==> src/rtl/sram_ctl_pkg.sv <==
package sram_ctl_pkg;

  typedef enum logic [2:0] {
    ST_IDLE,
    ST_TURN,
    ST_WSETUP,
    ST_WPULSE,
    ST_WHOLD,
    ST_WRECOV,
    ST_READ
  } ctlState_e;

  // Strobes passed from control to datapath each cycle
  typedef struct packed {
    logic loadReq;
    logic capture;
    logic rspPulse;
    logic csN;
    logic oeN;
    logic weN;
    logic drvEn;
  } ctlStrobe_t;

  // Whole cycles covering a limit in picoseconds, never fewer than one
  function automatic int cyclesFor(input int limitPs, input int periodPs);
    int c;
    c = (limitPs + periodPs - 1) / periodPs;
    if (c < 1) c = 1;
    return c;
  endfunction

  function automatic int maxOf(input int a, input int b);
    return (a > b) ? a : b;
  endfunction

endpackage

==> src/rtl/sram_ctl_fsm.sv <==
module sram_ctl_fsm
  import sram_ctl_pkg::*;
#(
  parameter int SETUP_C = 1,
  parameter int PULSE_C = 2,
  parameter int RECOV_C = 0,
  parameter int READ_C  = 4,
  parameter int HZ_C    = 2
) (
  input  logic       clk,
  input  logic       rst,
  input  logic       reqValid,
  input  logic       reqWrite,
  output logic       reqReady,
  output ctlStrobe_t ctl
);

  localparam int MAX_C = maxOf(maxOf(SETUP_C, PULSE_C), maxOf(READ_C, maxOf(RECOV_C, 1)));
  localparam int CNT_W = $clog2(MAX_C + 1);
  localparam int HZ_W  = $clog2(HZ_C + 1);

  ctlState_e        state, stateNext;
  logic [CNT_W-1:0] phaseCnt;
  logic [HZ_W-1:0]  relCnt;
  logic             accept;
  logic             phaseDone;

  function automatic logic [CNT_W-1:0] phaseLen(input ctlState_e s);
    case (s)
      ST_WSETUP: phaseLen = CNT_W'(SETUP_C - 1);
      ST_WPULSE: phaseLen = CNT_W'(PULSE_C - 1);
      ST_WRECOV: phaseLen = CNT_W'(maxOf(RECOV_C, 1) - 1);
      ST_READ:   phaseLen = CNT_W'(READ_C - 1);
      default:   phaseLen = '0;
    endcase
  endfunction

  assign accept    = (state == ST_IDLE) && reqValid;
  assign phaseDone = (phaseCnt == '0);

  always_comb begin
    stateNext = state;
    case (state)
      ST_IDLE: begin
        if (accept) begin
          if (!reqWrite)           stateNext = ST_READ;
          else if (relCnt > HZ_W'(1)) stateNext = ST_TURN;
          else                     stateNext = ST_WSETUP;
        end
      end
      ST_TURN:   if (relCnt <= HZ_W'(1)) stateNext = ST_WSETUP;
      ST_WSETUP: if (phaseDone) stateNext = ST_WPULSE;
      ST_WPULSE: if (phaseDone) stateNext = ST_WHOLD;
      ST_WHOLD:  stateNext = (RECOV_C > 0) ? ST_WRECOV : ST_IDLE;
      ST_WRECOV: if (phaseDone) stateNext = ST_IDLE;
      ST_READ:   if (phaseDone) stateNext = ST_IDLE;
      default:   stateNext = ST_IDLE;
    endcase
  end

  always_ff @(posedge clk) begin
    if (rst) begin
      state    <= ST_IDLE;
      phaseCnt <= '0;
      relCnt   <= '0;
    end else begin
      state <= stateNext;
      if (stateNext != state)  phaseCnt <= phaseLen(stateNext);
      else if (!phaseDone)     phaseCnt <= phaseCnt - 1'b1;
      if (state == ST_READ && phaseDone) relCnt <= HZ_W'(HZ_C);
      else if (relCnt != '0)             relCnt <= relCnt - 1'b1;
    end
  end

  always_comb begin
    ctl          = '0;
    ctl.loadReq  = accept;
    ctl.capture  = (state == ST_READ) && phaseDone;
    ctl.rspPulse = (state == ST_READ) && phaseDone;
    ctl.csN      = !(state inside {ST_WSETUP, ST_WPULSE, ST_WHOLD, ST_WRECOV, ST_READ});
    ctl.oeN      = (state != ST_READ);
    ctl.weN      = (state != ST_WPULSE);
    ctl.drvEn    = state inside {ST_WSETUP, ST_WPULSE, ST_WHOLD};
  end

  assign reqReady = (state == ST_IDLE);

endmodule

==> src/rtl/sram_ctl_datapath.sv <==
module sram_ctl_datapath
  import sram_ctl_pkg::*;
#(
  parameter int ADDR_W = 11,
  parameter int DATA_W = 8
) (
  input  logic              clk,
  input  logic              rst,
  input  ctlStrobe_t        ctl,
  input  logic [ADDR_W-1:0] reqAddr,
  input  logic [DATA_W-1:0] reqWdata,
  input  logic [DATA_W-1:0] memDin,
  output logic [ADDR_W-1:0] memAddr,
  output logic [DATA_W-1:0] memDout,
  output logic              memDoutEn,
  output logic              memCsN,
  output logic              memOeN,
  output logic              memWeN,
  output logic              rspValid,
  output logic [DATA_W-1:0] rspData
);

  logic [ADDR_W-1:0] addrReg;
  logic [DATA_W-1:0] wdataReg;
  logic [DATA_W-1:0] rdataReg;
  logic              rspReg;

  always_ff @(posedge clk) begin
    if (rst) begin
      addrReg  <= '0;
      wdataReg <= '0;
      rdataReg <= '0;
      rspReg   <= 1'b0;
    end else begin
      if (ctl.loadReq) begin
        addrReg  <= reqAddr;
        wdataReg <= reqWdata;
      end
      if (ctl.capture) rdataReg <= memDin;
      rspReg <= ctl.rspPulse;
    end
  end

  assign memAddr   = addrReg;
  assign memDout   = wdataReg;
  assign memDoutEn = ctl.drvEn;
  assign memCsN    = ctl.csN;
  assign memOeN    = ctl.oeN;
  assign memWeN    = ctl.weN;
  assign rspValid  = rspReg;
  assign rspData   = rdataReg;

endmodule

==> src/rtl/sram_access_ctl.sv <==
module sram_access_ctl
  import sram_ctl_pkg::*;
#(
  parameter int COL_W         = 4,
  parameter int ROW_W         = 7,
  parameter int DATA_W        = 8,
  parameter int CLK_PERIOD_PS = 2500,
  parameter int T_ADDR_SU_PS  = 0,
  parameter int T_WE_PULSE_PS = 5000,
  parameter int T_DATA_SU_PS  = 3500,
  parameter int T_ADDR_END_PS = 5000,
  parameter int T_WCYC_PS     = 7000,
  parameter int T_RCYC_PS     = 10000,
  parameter int T_ADDR_ACC_PS = 8000,
  parameter int T_OE_ACC_PS   = 4000,
  parameter int T_OE_REL_PS   = 3500,
  parameter int T_CS_REL_PS   = 4000
) (
  input  logic                    clk,
  input  logic                    rst,
  input  logic                    reqValid,
  output logic                    reqReady,
  input  logic                    reqWrite,
  input  logic [COL_W+ROW_W-1:0]  reqAddr,
  input  logic [DATA_W-1:0]       reqWdata,
  output logic                    rspValid,
  output logic [DATA_W-1:0]       rspData,
  output logic [COL_W+ROW_W-1:0]  memAddr,
  output logic                    memCsN,
  output logic                    memOeN,
  output logic                    memWeN,
  output logic [DATA_W-1:0]       memDout,
  output logic                    memDoutEn,
  input  logic [DATA_W-1:0]       memDin
);

  localparam int ADDR_W  = COL_W + ROW_W;
  localparam int SETUP_C = cyclesFor(T_ADDR_SU_PS, CLK_PERIOD_PS);
  localparam int PULSE_C = maxOf(cyclesFor(T_WE_PULSE_PS, CLK_PERIOD_PS),
                           maxOf(cyclesFor(T_DATA_SU_PS, CLK_PERIOD_PS),
                                 cyclesFor(T_ADDR_END_PS, CLK_PERIOD_PS)));
  localparam int WCYC_C  = cyclesFor(T_WCYC_PS, CLK_PERIOD_PS);
  localparam int RECOV_C = maxOf(0, WCYC_C - SETUP_C - PULSE_C - 1);
  localparam int READ_C  = maxOf(cyclesFor(T_RCYC_PS, CLK_PERIOD_PS),
                           maxOf(cyclesFor(T_ADDR_ACC_PS, CLK_PERIOD_PS),
                                 cyclesFor(T_OE_ACC_PS, CLK_PERIOD_PS)));
  localparam int HZ_C    = maxOf(cyclesFor(T_OE_REL_PS, CLK_PERIOD_PS),
                                 cyclesFor(T_CS_REL_PS, CLK_PERIOD_PS));

  ctlStrobe_t ctl;

  sram_ctl_fsm #(
    .SETUP_C(SETUP_C), .PULSE_C(PULSE_C), .RECOV_C(RECOV_C),
    .READ_C(READ_C),   .HZ_C(HZ_C)
  ) u_fsm (
    .clk(clk), .rst(rst), .reqValid(reqValid), .reqWrite(reqWrite),
    .reqReady(reqReady), .ctl(ctl)
  );

  sram_ctl_datapath #(.ADDR_W(ADDR_W), .DATA_W(DATA_W)) u_dp (
    .clk(clk), .rst(rst), .ctl(ctl), .reqAddr(reqAddr), .reqWdata(reqWdata),
    .memDin(memDin), .memAddr(memAddr), .memDout(memDout), .memDoutEn(memDoutEn),
    .memCsN(memCsN), .memOeN(memOeN), .memWeN(memWeN),
    .rspValid(rspValid), .rspData(rspData)
  );

endmodule

==> config.mk <==
export PLATFORM = sky130hd
export DESIGN_NAME = sram_access_ctl
export DESIGN_NICKNAME = d
export VERILOG_FILES = /design/src/rtl/sram_ctl_pkg.sv /design/src/rtl/sram_ctl_fsm.sv /design/src/rtl/sram_ctl_datapath.sv /design/src/rtl/sram_access_ctl.sv
export SDC_FILE = /design/constraint.sdc
export NUM_CORES = 1
export LEC_CHECK = 0
export BUFFER_PORTS_ARGS = -buffer_cell sky130_fd_sc_hd__buf_4
export CORE_MARGIN = 3
export CORE_UTILIZATION = 26
export CTS_BUF_LIST = sky130_fd_sc_hd__clkbuf_8 sky130_fd_sc_hd__clkbuf_16
export CTS_CLUSTER_SIZE = 28
export DETAILED_ROUTE_END_ITERATION = 8
export PLACE_DENSITY_LB_ADDON = 0.3
export SLEW_MARGIN = 30
export SYNTH_ARGS = -nofsm -noshare
export SYNTH_HDL_FRONTEND = slang
export SYNTH_SLANG_ARGS = --single-unit
==> constraint.sdc <==
create_clock -name clk -period 3.5 [get_ports clk]
set_clock_uncertainty 0.15 [all_clocks]
set_input_delay 0.525 -clock clk [delete_from_list [all_inputs] [get_ports clk]]
set_output_delay 0.525 -clock clk [all_outputs]
set_load 0.05 [all_outputs]
# Word level (Yosys, flattened, before mapping)
# Cells that the tools add are included.
[totals]
ff_bits = 36
latchBits = 0
mem_bits_rw = 0
mem_bits_ro = 0
inputBits = 31
out_inout_bits = 33
elab_cells = 48
n_memories = 0
[classes]
add_sub_neg = 2
mul = 0
div = 0
magnitude_cmp = 2
eq_ne = 12
shifts = 0
n_mux = 13
n_bitwise = 0
n_reduce_logical = 11
[ops]
columns = ["cell", "count"]
rows = [
  ["3-bit 2-to-1 mux", 8],
  ["3-bit case mux with 5 select lines", 1],
  ["3-bit equality test, second input constant", 4],
  ["3-bit by 2-bit equality test with 1-bit output, second input constant", 3],
  ["3-bit logical NOT", 2],
  ["2-bit 2-to-1 mux", 3],
  ["5-bit nonzero test", 1],
  ["2-bit case mux with 2 select lines", 1],
  ["2-bit nonzero test", 2],
  ["2-bit OR reduction", 2],
  ["3-bit by 1-bit equality test with 1-bit output, second input constant", 1],
  ["3-bit by 2-bit inequality test with 1-bit output, second input constant", 1],
  ["3-bit inequality test", 1],
  ["3-bit inequality test, second input constant", 1],
  ["3-bit nonzero test", 1],
  ["3-bit by 1-bit subtractor with 3-bit output, second input constant", 1],
  ["2-bit by 1-bit greater-than comparator with 1-bit output, second input constant", 1],
  ["2-bit by 1-bit <= comparator with 1-bit output, second input constant", 1],
  ["1-bit logical AND", 2],
  ["2-bit inequality test, second input constant", 1],
  ["2-bit by 1-bit subtractor with 2-bit output, second input constant", 1],
  ["1-bit logical NOT", 1],
]

# Depth between registers and ports, before layout
# Gate-level depths: netlist (run 1).
[logic_depth]
ltp_word = 8
ltp_mapped = 7
depth_no_buf = 7

# By module
# A second synthesis (run 1) with hierarchy kept.
[unflattened]
hier_cells = 164
area_unflattened_um2 = 1656.6
[modules_own_cells]
columns = ["module", "instances", "cells_each", "area_each_um2", "seq_area_each_um2"]
rows = [
  ["sram_ctl_datapath", 1, 93, 1022.2, 560.5],
  ["sram_ctl_fsm", 1, 71, 634.4, 160.2],
]

# Least setup slack after synthesis (run 1)
# No wires, ideal clock.
[synth_timing]
path_type = "register -> register"
start = "register u_fsm.state[0]"
end = "register u_dp.addrReg[8], in the netlist u_dp.memAddr[8]"
setup_ns = 0.134
t_arrival_ns = 2.455
required_time_ns = 3.216
path_slack_ns = 0.761
stages_incl_launch_ff = 7
path_buffers = 2
period_less_slack_ns = 2.739
cell_sequence = "dfxtp_1 > buf_2 > nor3_1 > nand2_1 > clkbuf_1 > nand2_1 > a21oi_1"
[synth_between]
elab_chain_cells = 2
[synth_rtl]
columns = ["item", "line_no", "text"]
rows = [
  ["start, declared", "sram_ctl_fsm.sv:22", "ctlState_e state, stateNext;"],
  ["start signal, assigned", "sram_ctl_fsm.sv:67", "state <= stateNext;"],
  ["3-bit logical NOT", "n/a", ""],
  ["via reqReady", "sram_access_ctl.sv:22", "output logic reqReady,"],
  ["1-bit logical AND", "sram_ctl_fsm.sv:38", "assign accept = (state == ST_IDLE) && reqValid;"],
  ["end signal, assigned", "sram_ctl_datapath.sv:36", "addrReg <= reqAddr;"],
  ["end, declared", "sram_ctl_datapath.sv:23", "logic [ADDR_W-1:0] addrReg;"],
]
# The timed path passes the listed nets, and every way through them passes these cells.
# A chain may end at the register's enable or synchronous reset.

# Worst setup path in the final report (run 1)
[layout_timing]
start = "register u_fsm.state[0]"
end = "output port memCsN"
[layout_between]
elab_chain_cells = 3
elab_cells_between_ends = 7
classes_between = "eq/ne (5); reduce/logical (2)"
[layout_rtl]
columns = ["item", "line_no", "text"]
rows = [
  ["3-bit by 2-bit equality test with 1-bit output or 3-bit equality test (tied branches)", "sram_ctl_fsm.sv:80", "ctl.csN = !(state inside {ST_WSETUP, ST_WPULSE, ST_WHOLD, ST_WRECOV, ST_READ});"],
  ["5-bit nonzero test *", "sram_ctl_fsm.sv:80", ""],
  ["1-bit logical NOT *", "sram_ctl_fsm.sv:80", ""],
  ["end, declared", "sram_access_ctl.sv:29", "output logic memCsN,"],
]
# Mark *: on every way between the ends. The rest lies on a longest branch, timed or not.

==> run metrics, run 1 <==
reg-to-reg critical path endpoint=u_fsm.phaseCnt[1]; clock buffer depth=2; clk_lat worst skew=280 ps; hpwl dp=2680 um; EDFF count, synth=0; # IOs=64; fin crit share=66.1%; Max-cap violations=0; Routed WL per cell=12.1 um; RSZ-0062 raised after global routing=false; mux share of post-synthesis cell area=0.744%; Main synth FF type=dfxtp_1; ANT cells=0; register share of total power=33.7%; worst r2r src=u_fsm.state[0]; Worst-path clk slew=70 ps; WS Path Type=flip-flop to output pin; DR top layer=met4; synth warn=0; DR pass1 iterations=4; routed wire length=3690 um; Clk network pwr share=22.9%; largest family of logic cells by synthesized area=simple AND/OR/NAND/NOR gates; Slew HR=55.4%; Net Sw Frac=40.4%; gr usage total=10.9%; IO Port Bufs=63; sequential area share after synthesis=47.6%; Mapped Nets=204; Post-Syn Instances=170; Area Overhead vs Synth=42.2%; post-synthesis adder-cell area fraction=3.14%; hold path depth=1; NetSw=0.000624 W; Cell Int Power=0.000922 W; Worst Hold End=u_fsm.relCnt[0]; Initial Util=27.1%; Mapped Area=0.00151 mm2; Fin Setup TNS=0 ps; antenna violations before repair=0; first-pass GRT wire length=5660 um; Avg Cell Area, Syn=8.90 um2; Synth Area in XOR/XNOR=2.32%; PwrDens=719 mW/mm2; asr flop ratio synth=0%; WP data arrival=1640 ps; Logic pwr share=43.4%; achievable frequency=432 MHz; CP Launch Type=flip-flop; Finished Cell Area=0.00215 mm2; vias in the first global route=1254; worst hold slack=272 ps; PostCTS Resize Cnt=0; worst vdd ir=0.000285 V; Synth Area in Simple Gates=23.2%; Placer Congestion=0.783; hold-fix buffers at CTS=0; DR iter-0 viols=57; WL met1=1730 um; Slew @ Worst Pin=665 ps; status=finished, final reports clean; via/cell ratio=4.56; Final Slew Violations=0; most common cell after layout, fill and taps aside=buf_4; critical-path maximum fanout=13; critical path data required time=2820 ps; area fraction in compound gates after synthesis=18.9%; DRC viols=0; Pleak=0.928 nW; layout cells sized above 1=33.5%; crit path capture type=output pin; WL met2=1650 um; placed cell area=0.00204 mm2; Overflow after GRT=0; Total Nets Final=266; minimum clock period=2310 ps; HP Class=flip-flop to flip-flop; flops & latches, synth=36; Die ar.=0.00677 mm2; flop2flop setup slack=1480 ps; met3 WL=252 um; Final ANT Viol Nets=0; Unique masters post-synth=39; die width=82.3 um; H-tree Lvls=2; die height=82.3 um; Worst R2R Path Depth=5; final hold vios=0; TritonCTS Buffers=5; min-delay src=u_fsm.relCnt[0]; core area=0.00557 mm2; row count=27; CTS tree=yes; via count=1390; Setup Buffers After CTS=0; largest net degree at the start of global routing=30; Clock Tree Root=clkbuf_8; Final setup viols=0; most frequent cells in the layout=buf_4 (64), nand2_1 (43), dfxtp_1 (36); CTS Sinks=36
power by group through the flow:
| stage | sequential, W | clock [W] | combinational, W |
|---|---|---|---|
| 5_1_grt | 0.000528 | 0.000384 | 0.000726 |
| 4_1_cts | 0.000520 | 0.000370 | 0.000680 |
| 3_3_place_gp | 0.000529 | 0 | 0.000676 |
| 3_5_place_dp | 0.000528 | 0 | 0.000678 |
| 2_1_floorplan | 0.000629 | 0 | 0.000403 |
| 6_report | 0.000521 | 0.000355 | 0.000671 |
sequential cells by signal (all words and copies together), names as in the netlist:
register	count
u_fsm.state	3
u_dp.rspValid	1
u_dp.memDout	8
u_fsm.phaseCnt	3
u_fsm.relCnt	2
u_dp.rspData	8
u_dp.memAddr	11
worst max path at each step:
| stage | from | end | cells past startpoint |
|---|---|---|---|
| final | u_fsm.state[0] | memCsN | 4 |
| after global routing | u_fsm.state[0] | memCsN | 4 |
| after CTS | u_fsm.state[0] | memCsN | 4 |
| after detailed placement | reqValid | u_fsm.phaseCnt[0] | 7 |
| after global placement | reqValid | u_fsm.phaseCnt[0] | 7 |
| after floorplan | u_fsm.state[0] | u_dp.memAddr[8] | 6 |
cells by family (layout without fill, tap and decap cells):
family / Yosys count / count (layout)
AND/OR/NAND/NOR: 71 / 71
multiplexers: 1 / 1
adder cells (fa/ha/maj): 4 / 4
buffers and inverters: 13 / 76
XOR/XNOR: 4 / 4
AO/OA/AOI/OAI: 41 / 41
flip-flops: 36 / 36
cell usage after synthesis (all sizes together) (2+ instances only):
cell,instances,area [um2]
a21o,2,15.0
a21oi,21,109
a22o,8,70.1
and2,2,12.5
buf,5,31.3
clkbuf,4,15.0
dfxtp,36,721
ha,3,37.5
inv,4,15.0
nand2,43,161
nand3,2,10.0
nor2,8,32.5
nor2b,4,25.0
nor3,3,20.0
nor4b,2,17.5
o21ai,3,15.0
xnor2,2,17.5
xor2,2,17.5
critical path, stage by stage (launching register included):
cell	delay [ps]
dfxtp_1	580
and2b_1	280
nand2_1	160
and2_1	150
buf_4	190
stage by stage:
stage	util, %	total power [W]	setup WS (ps)	std cells
after floorplan	-	0.00103	761	170
after global placement	36.7	0.00121	1480	297
after detailed placement	36.7	0.00121	1450	297
after CTS	38.6	0.00157	1180	305
after global routing	38.6	0.00164	1080	305
final	38.6	0.00155	1190	305
layer usage:
metal	track usage [%]	up-vias
li1	-	704
met1	13.9	641
met2	16.6	38
met3	3.69	7
met4	4.49	0
met5	0	-
final cells by class:
cell class                 count  area (um2)
fill                         586        3420
multi-input combinational    121         737
sequential                    36         721
timing repair buffer          64         480
tap                           72        90.1
clock buffer                   5        68.8
clock inverter                 3        38.8
inverter                       4        15.0
(Power assumes the default switching activity.)
==> run 2: changes to the inputs <==
- ABC_AREA: unset -> 1
- clock period: 3.5 -> 2.15 ns (I/O delays scaled with it)
==> run 2 against run 1 <==
  * Cell count rose by 13%
  * Via count rose by 5.8%
  * Register-to-register slack got worse by 1200 ps
  * Sequential share of layout area rose by 0.16 points
  * Sequential power rose by 55%
  * Combinational power rose by 46%
  * Non-clock buffer count did not move
  * Sequential cell count did not move
  * Design area fell by 0.47%
  * Synthesized cell count rose by 25%
  * Clock power rose by 20%
  * Global-route usage barely moved
  * Critical path type unchanged
  * Highest routed layer unchanged
==> run metrics, run 2 <==
PwrDens=1030 mW/mm2; DRC viols=0; Pleak=1.03 nW; Placer Congestion=0.830; critical path data required time=1680 ps; flops & latches, synth=36; post-layout utilization of the core=38.2%; Routed WL per cell=10.6 um; Worst R2R Path Depth=14; CP Launch Type=flip-flop; # IOs=64; Mapped Area=0.00154 mm2; worst hold slack=75.4 ps; most frequent CP cell=inv_1; Slew HR=65.7%; Setup crit start=u_fsm.state[1]; worst path cell trace=inv_1 -> nor3_1 -> inv_1 -> nand2_1 -> inv_1 -> buf_4; minimum clock period=1850 ps; status=finished, final reports clean; EDFF count, synth=0; largest net degree at the start of global routing=27; GR Util met1=13.3%; DR pass1 iterations=4; achievable frequency=540 MHz; gr busiest metal=met2; hold-fix buffers at CTS=0; CTS Sinks=36; asr flop ratio synth=0%; worst r2r src=u_fsm.phaseCnt[0]; vias in the first global route=1378; worst setup path endpoint=memCsN; HP Class=input pin to flip-flop; fin crit share=86.1%; Synth area leaders=dfxtp_1 (47%), nand2_1 (18%), a21oi_1 (7.1%), nand3_1 (5.2%), inv_1 (3.9%); Fin Setup TNS=0 ps; met3 Track Usage GR=2.88%; clk_lat worst skew=280 ps; row count=27; WS Path Type=flip-flop to output pin; Yosys top cell by area=dfxtp_1; final hold vios=0; die width=83 um; TritonCTS Buffers=5; via count=1470; filler instances=610; RSZ-0062 raised after global routing=false; H-tree Lvls=2; Die ar.=0.00689 mm2; IO Port Bufs=63; Slowest cell on crit path=dfxtp_1; max incr delay on CP=460 ps; DR iter-0 viols=74; WP data arrival=1380 ps; Max-cap violations=0; hpwl dp=2670 um; Final ANT Viol Nets=0; Avg Cell Area, Syn=7.27 um2; Unique masters post-synth=23; Finished Cell Area=0.00214 mm2; routed wire length=3660 um; Slew @ Worst Pin=511 ps; via/cell ratio=4.25; die height=83 um; Post-Syn Instances=212; flop2flop setup slack=330 ps; crit path capture type=output pin; Overflow after GRT=0; Synth top area share=46.8%; Initial Util=27.5%; worst vdd ir=0.000425 V; placed cell area=0.00207 mm2; Worst-path clk slew=70 ps; most common cell after layout, fill and taps aside=nand2_1; layout cells sized above 1=31.4%; antenna violations before repair=0; gr usage total=10.8%; Clock Tree Root=clkbuf_8; clock buffer depth=2; first-pass GRT wire length=6190 um; Total Nets Final=310; reg-to-reg critical path endpoint=u_fsm.phaseCnt[0]; sequential area share after synthesis=46.8%; Mapped Nets=246; CTS tree=yes; Final Slew Violations=0; Commonest cells post-synth=nand2_1 (72), dfxtp_1 (36), a21oi_1 (22), inv_1 (16), nand3_1 (16); Main synth FF type=dfxtp_1; Area Overhead vs Synth=38.9%; Final setup viols=0; most common cell in the netlist=nand2_1; ANT cells=0; synth warn=0; critical-path maximum fanout=7; max reg flops=11; most frequent cells in the layout=nand2_1 (72), buf_4 (64), dfxtp_1 (36); met2 usage=17.8%; core area=0.00561 mm2
[run 2: cell count changes after synthesis, sizes merged, moves of 4 or more]
cell / delta
nor2b: -4
nand3: +16
nor2: +10
a22o: -8
nand2: +34
inv: +15
[run 2: area by class of cell]
type	count	area, um2	area share [%]
Tap cell	72	90.1	4.21
Sequential cell	36	721	33.7
Clock buffer	5	68.8	3.21
Timing Repair Buffer	64	480	22.4
Multi-Input combinational cell	148	702	32.8
Inverter	21	78.8	3.68
[run 2: how the worst min path moves through the flow]
stage,startpoint,endpoint,slack [ps],depth (start not counted)
finish,memDin[7],u_dp.rspData[7],80,3
CTS,memDin[7],u_dp.rspData[7],70,3
detailed placement,u_fsm.relCnt[0],u_fsm.relCnt[0],280,1
global placement,u_fsm.relCnt[0],u_fsm.relCnt[0],260,1
floorplan,u_fsm.relCnt[0],u_fsm.relCnt[0],250,1
global route,memDin[2],u_dp.rspData[2],70,3
[run 2: metrics by stage]
step / total power [W] / cells / worst slack, ps
after floorplan: 0.00154 / 212 / 339
after global placement: 0.00180 / 341 / 328
after detailed placement: 0.00180 / 341 / 299
after CTS: 0.00223 / 346 / 273
after global routing: 0.00237 / 346 / 25.6
final: 0.00221 / 346 / 299
[run 2: per-layer routing]
layer	part of all wire, %	wire [um]
met3	5.4	196
met5	0	0
met2	48	1750
met4	1.2	45
met1	45	1660
[run 2: worst max-delay path, delay by kind of cell, from the launching register on]
family,cells,cell delay [ps]
flops,1,460
buf+inv,4,420
simple gates,2,210
[run 2: where the power goes]
| group | switching, W | internal, W |
|---|---|---|
| logic | 0.000668 | 0.000310 |
| registers | 0.0000540 | 0.000751 |
| clock network | 0.000218 | 0.000209 |
| total | 0.000941 | 0.00127 |
[run 2: cells by family (layout without fill, tap and decap cells)]
logic type	count (synthesis)	after routing	synth area share, %
compound gates	28	28	9.50
xor+xnor	2	2	1.14
fa+ha+maj	3	3	2.44
buf+inv	28	90	7.71
flops	36	36	46.8
simple gates	115	115	32.5
[run 2: repair_timing]
item	4_1_cts	5_1_grt
endpoints found under the setup margin	0	2
setup buffers	0	0
resized for setup	0	1
